<file path="config.mk">
export PLATFORM = sky130hd
export DESIGN_NAME = rail_seq
export DESIGN_NICKNAME = d
export VERILOG_FILES = /design/src/rtl/rail_seq_pkg.sv /design/src/rtl/rail_seq_order.sv /design/src/rtl/rail_seq_timer.sv /design/src/rtl/rail_seq_edge.sv /design/src/rtl/rail_seq.sv
export SDC_FILE = /design/constraint.sdc
export NUM_CORES = 1
export LEC_CHECK = 0
export ABC_CLOCK_PERIOD_IN_PS = 4000
export BUFFER_PORTS_ARGS = -buffer_cell sky130_fd_sc_hd__buf_2
export CORE_MARGIN = 2
export CORE_UTILIZATION = 51
export DETAILED_ROUTE_END_ITERATION = 6
export GPL_TIMING_DRIVEN = 0
export PLACE_DENSITY = 0.83
export SETUP_SLACK_MARGIN = 0.1
export SYNTH_ARGS = -nofsm -noshare
export SYNTH_HDL_FRONTEND = slang
export SYNTH_SLANG_ARGS = --single-unit
</file>
<file path="constraint.sdc">
create_clock -name clk -period 4 [get_ports clk]
set_input_delay 0.2 -clock clk [delete_from_list [all_inputs] [get_ports clk]]
set_output_delay 0.2 -clock clk [all_outputs]
set_load 0.05 [all_outputs]
</file>
<file path="src/rtl/rail_seq_pkg.sv">
package rail_seq_pkg;

  localparam int RAILS  = 4;
  localparam int IDX_W  = 2;
  localparam int MODES  = 6;

  typedef enum logic [2:0] {
    ST_IDLE,
    ST_GAP,
    ST_RAMP,
    ST_MON,
    ST_HALT
  } seq_state_t;

  // Fold unused codes onto the default ordering.
  function automatic logic [2:0] norm_mode(input logic [2:0] code);
    return (int'(code) >= MODES) ? 3'd0 : code;
  endfunction

  // Rail visited at a given step; each word packs step s in bits [2s+1:2s].
  function automatic logic [IDX_W-1:0] step_rail(input logic [2:0] mode,
                                                 input logic [IDX_W-1:0] step);
    logic [2*RAILS-1:0] word;
    case (norm_mode(mode))
      3'd1:    word = 8'h1B;
      3'd2:    word = 8'hB1;
      3'd3:    word = 8'h4E;
      3'd4:    word = 8'hD8;
      3'd5:    word = 8'h27;
      default: word = 8'hE4;
    endcase
    return word[int'(step)*2 +: 2];
  endfunction

  // Lowest-index rail whose power-good is low.
  function automatic logic [IDX_W-1:0] first_low(input logic [RAILS-1:0] pg);
    if (!pg[0])      return 2'd0;
    else if (!pg[1]) return 2'd1;
    else if (!pg[2]) return 2'd2;
    else             return 2'd3;
  endfunction

endpackage

</file>
<file path="src/rtl/rail_seq_order.sv">
module rail_seq_order
  import rail_seq_pkg::*;
(
  input  logic [2:0]       mode,
  input  logic [IDX_W-1:0] step,
  output logic [IDX_W-1:0] rail
);
  assign rail = step_rail(mode, step);
endmodule

</file>
<file path="src/rtl/rail_seq_timer.sv">
module rail_seq_timer #(
  parameter int W = 16
) (
  input  logic         clk,
  input  logic         rst_n,
  input  logic         load,
  input  logic [W-1:0] load_val,
  output logic         zero
);
  logic [W-1:0] cnt;

  always_ff @(posedge clk) begin
    if (!rst_n)         cnt <= '0;
    else if (load)      cnt <= load_val;
    else if (cnt != '0) cnt <= cnt - 1'b1;
  end

  assign zero = (cnt == '0);
endmodule

</file>
<file path="src/rtl/rail_seq_edge.sv">
module rail_seq_edge (
  input  logic clk,
  input  logic rst_n,
  input  logic din,
  output logic rise
);
  logic din_q;

  always_ff @(posedge clk) begin
    if (!rst_n) din_q <= 1'b0;
    else        din_q <= din;
  end

  assign rise = din & ~din_q;
endmodule

</file>
<file path="src/rtl/rail_seq.sv">
module rail_seq
  import rail_seq_pkg::*;
#(
  parameter int DLY_W = 16
) (
  input  logic                   clk,
  input  logic                   rst_n,
  input  logic                   start,
  input  logic                   restart,
  input  logic [2:0]             order_sel,
  input  logic [RAILS*DLY_W-1:0] gap_dly,
  input  logic [RAILS*DLY_W-1:0] ramp_dly,
  input  logic [RAILS-1:0]       pgood,
  output logic [RAILS-1:0]       rail_en,
  output logic                   fault,
  output logic [IDX_W-1:0]       fault_rail,
  output logic                   all_good
);

  localparam logic [IDX_W-1:0] LAST_STEP = IDX_W'(RAILS - 1);

  seq_state_t       state;
  logic [2:0]       mode_q;
  logic [IDX_W-1:0] step;

  // Named events, also watched by the checker.
  logic             restart_rise;
  logic             tmr_zero;
  logic             go_start, go_restart, gap_done, ramp_done;
  logic             check_ok, check_bad, mon_loss;
  logic [2:0]       first_mode;
  logic [IDX_W-1:0] first_rail, cur_rail, nxt_rail;
  logic             tmr_load;
  logic [DLY_W-1:0] tmr_val;

  rail_seq_edge u_rst_edge (
    .clk(clk), .rst_n(rst_n), .din(restart), .rise(restart_rise)
  );

  assign first_mode = (state == ST_IDLE) ? norm_mode(order_sel) : mode_q;

  rail_seq_order u_ord_first (.mode(first_mode), .step('0),        .rail(first_rail));
  rail_seq_order u_ord_cur   (.mode(mode_q),     .step(step),        .rail(cur_rail));
  rail_seq_order u_ord_nxt   (.mode(mode_q),     .step(step + 1'b1), .rail(nxt_rail));

  assign go_start   = (state == ST_IDLE) && start;
  assign go_restart = (state == ST_HALT) && restart_rise;
  assign gap_done   = (state == ST_GAP)  && tmr_zero;
  assign ramp_done  = (state == ST_RAMP) && tmr_zero;
  assign check_ok   = ramp_done &&  pgood[cur_rail];
  assign check_bad  = ramp_done && !pgood[cur_rail];
  assign mon_loss   = (state == ST_MON) && (pgood != {RAILS{1'b1}});

  always_comb begin
    tmr_load = 1'b1;
    if (go_start || go_restart)
      tmr_val = gap_dly[int'(first_rail)*DLY_W +: DLY_W];
    else if (gap_done)
      tmr_val = ramp_dly[int'(cur_rail)*DLY_W +: DLY_W];
    else if (check_ok && step != LAST_STEP)
      tmr_val = gap_dly[int'(nxt_rail)*DLY_W +: DLY_W];
    else begin
      tmr_load = 1'b0;
      tmr_val  = '0;
    end
  end

  rail_seq_timer #(.W(DLY_W)) u_timer (
    .clk(clk), .rst_n(rst_n), .load(tmr_load), .load_val(tmr_val), .zero(tmr_zero)
  );

  always_ff @(posedge clk) begin
    if (!rst_n) begin
      state      <= ST_IDLE;
      mode_q     <= 3'd0;
      step       <= '0;
      rail_en    <= '0;
      fault_rail <= '0;
    end else begin
      if (go_start || go_restart) begin
        mode_q     <= first_mode;
        step       <= '0;
        fault_rail <= '0;
        state      <= ST_GAP;
      end else if (gap_done) begin
        rail_en[cur_rail] <= 1'b1;
        state             <= ST_RAMP;
      end else if (check_ok) begin
        if (step == LAST_STEP) begin
          state <= ST_MON;
        end else begin
          step  <= step + 1'b1;
          state <= ST_GAP;
        end
      end else if (check_bad) begin
        rail_en    <= '0;
        fault_rail <= cur_rail;
        state      <= ST_HALT;
      end else if (mon_loss) begin
        rail_en    <= '0;
        fault_rail <= first_low(pgood);
        state      <= ST_HALT;
      end
    end
  end

  assign fault    = (state == ST_HALT);
  assign all_good = (state == ST_MON);

endmodule

</file>
==> impl_metrics.yaml <==
route:
  routed_wl_mm: 12.9
  drt_iter0_markers: 409
  ant_nets: 0
  wl_per_cell_um: 17.2
  drc: 1
  viasPerCell: 6.13
  num_vias: 4605
  dr.pass1.iters: 7
timing:
  finalSetupViolations: 0
  worstMarginPinSlew_ns: 0.784
  slew_headroom_pct: 47.8
  skew_ns: 0.0107
  max_freq_mhz: 268
  hold_viol_final: 0
  finalCritPeriodShare_pct: 93.4
  timing.final.crit_period_ns: 3.74
  finalMaxSlewViolations: 0
  rsz0062_at_grt: "no"
  tns_ns: 0
cts:
  cts.htree.levels: 2
  cts_buffers: 5
  tritoncts: "done"
  clkTransAtPathRegs_ns: 0.07
  clockBufferDepth: 2
  cts.repair.resized: 0
  clock_sinks: 31
  cts-root-buf: "clkbuf_8"
  cts_setup_buffers: 0
  postCtsHoldBufs: 0
  clk-insertion-delay-late_ns: 0.30
global_routing:
  grt_max_degree: 11
  antenna_found_initial: 0
  grt_usage_pct: 29.4
  grt_overflow: 0
  grt_pass1_vias: 4251
  grt_pass1_wl_mm: 19.9
run_status:
  status: "finished with violations"
  violations: "DRC"
setup_path:
  worstPathArrival_ns: 3.90
  rrSetupSlack_ns: 0.26
  critPathMostFrequentCell: "clkbuf_1"
  r2r_end: "u_timer.cnt[7]"
  worstSetupEndpointType: "register"
  crit_slowest_cell: "clkbuf_1"
  path_delay_family: "compound AO/OA/AOI/OAI gates"
  slowest_delay_ns: 0.65
  worstPathRequired_ns: 4.16
  r2r_cells: 11
  cp_cell_sequence: "inv_1 > ha_1 > clkbuf_1 > nand2b_1 > a21oi_1 > o21ai_0 > a32oi_1 > clkbuf_1 > mux2_2 > o211ai_1 > a31oi_1"
  crit_fanout: 10
  path_buf_inv: 3
  cp-start-kind: "register"
  r2r_start: "mode_q[1]"
  critPathKind: "reg2reg"
placed_design:
  dp_hpwl_mm: 10.4
  routabilityCongestion: 0.956
  io_buffers: 146
  placed_area_mm2: 0.00468
floorplanning:
  initial_core_util_pct: 52.7
  chipWidth_um: 90.6
  core_area_mm2: 0.00725
  io_pins: 147
  num_rows: 31
  die_h_um: 90.6
  dieArea_mm2: 0.00821
min_path:
  min_from: "restart"
  min_to: "u_rst_edge.din_q"
  hold_depth: 2
  hold_path.class: "in2reg"
synthesis:
  ys.flop_type: "dfxtp_1"
  seq_area_frac_synth_pct: 16.2
  syn-cell-area_mm2: 0.00382
  async_flop_share_pct: 0
  syn-instance-count: 498
  synth_nets: 642
  syn_area_per_cell_um2: 7.68
  synth.distinct_cells: 64
  ys_ff_latch: 31
  synth_warnings: 0
  synth_edf_count: 0
layout:
  n_fill_cell: 639
  final_util_pct: 66.0
  final_cell_mix: "buf_2 (154), mux2i_1 (81), nand2_1 (55), nor2_1 (37), a21oi_1 (35)"
  area_growth_pct: 25.1
  final_cell_area_mm2: 0.00479
  nNetsFinal: 795
  layout-drive-gt1-share_pct: 28.7
  final_common_cell: "buf_2"
  antennaDiodeCount: 0
power:
  cellLeakagePower_nw: 2.22
  vdd_ir_drop_max_mv: 0.156
  power_density_mw_per_mm2: 265
job:
  maxCapViolCount: 0
-- worst max-delay path by stage --
stage / start / to / cells past startpoint
2_1_floorplan: mode_q[2] / u_timer.cnt[6] / 13
3_3_place_gp: mode_q[1] / u_timer.cnt[1] / 13
3_5_place_dp: mode_q[1] / u_timer.cnt[11] / 12
4_1_cts: mode_q[1] / u_timer.cnt[11] / 12
5_1_grt: mode_q[1] / u_timer.cnt[11] / 12
6_report: mode_q[1] / u_timer.cnt[7] / 11
-- logic make-up after synthesis --
logic type,synth area share (%)
buf+inv,5.17
flops,16.2
mux,26.8
fa+ha+maj,1.64
simple gates,21.9
compound gates,25.1
xor+xnor,3.21
-- report_power, final --
group / internal (mW) / switching, mW
Clock: 0.157 / 0.131
Combinational: 0.271 / 0.329
Sequential: 0.344 / 0.0352
Total: 0.772 / 0.496
-- synthesized netlist by cell type (9+ instances only) --
cell      count  area [um2]
mux2i_1      81         811
nand2_1      55         206
nor2_1       37         139
a21oi_1      35         175
dfxtp_1      31         621
clkbuf_1     18        67.6
o21ai_0      18        90.1
o22ai_1      15        93.8
a31oi_1      14        87.6
a211oi_1     11        82.6
and3_1       11        68.8
nand3_1      11        55.1
inv_1        10        37.5
nor3_1       10        50.1
nand2b_1      9        56.3
o211ai_1      9        67.6
-- routing by layer --
metal  vias to the layer above  GRT usage, %  wire (um)
met5                         -             0          0
met4                         0          10.5        326
met3                        32          3.34       1020
met2                       257          51.0       6320
met1                      2127          37.6       5250
li1                       2189             -          -
-- final cells by class --
cell class / count / area, um2 / area share (%)
repair buffers: 146 / 731 / 15.3
flip-flops and latches: 31 / 621 / 13.0
multi-input cells: 423 / 3010 / 62.8
clock inverters: 1 / 7.51 / 0.157
plain buffers: 33 / 159 / 3.32
inverters: 11 / 41.3 / 0.863
well taps: 99 / 124 / 2.59
clock buffers: 7 / 96.3 / 2.01
-- flip-flops by register name (all words and copies together), names as in the netlist --
| name | cells |
|---|---|
| step | 2 |
| u_rst_edge.din_q | 1 |
| mode_q | 3 |
| state | 3 |
| rail_en | 4 |
| fault_rail | 2 |
| u_timer.cnt | 16 |
-- per-stage QoR --
stage / worst slack [ns] / power (mW) / hold WS [ns] / instances
floorplan: 0.941 / 0.783 / 0.322 / 498
global placement: 0.366 / 0.950 / 0.446 / 743
detailed placement: 0.304 / 0.966 / 0.452 / 743
CTS: 0.305 / 1.25 / 0.168 / 751
global route: 0.102 / 1.33 / 0.158 / 751
finish: 0.263 / 1.27 / 0.162 / 751
Note: power is estimated with default switching activity, not from simulation.
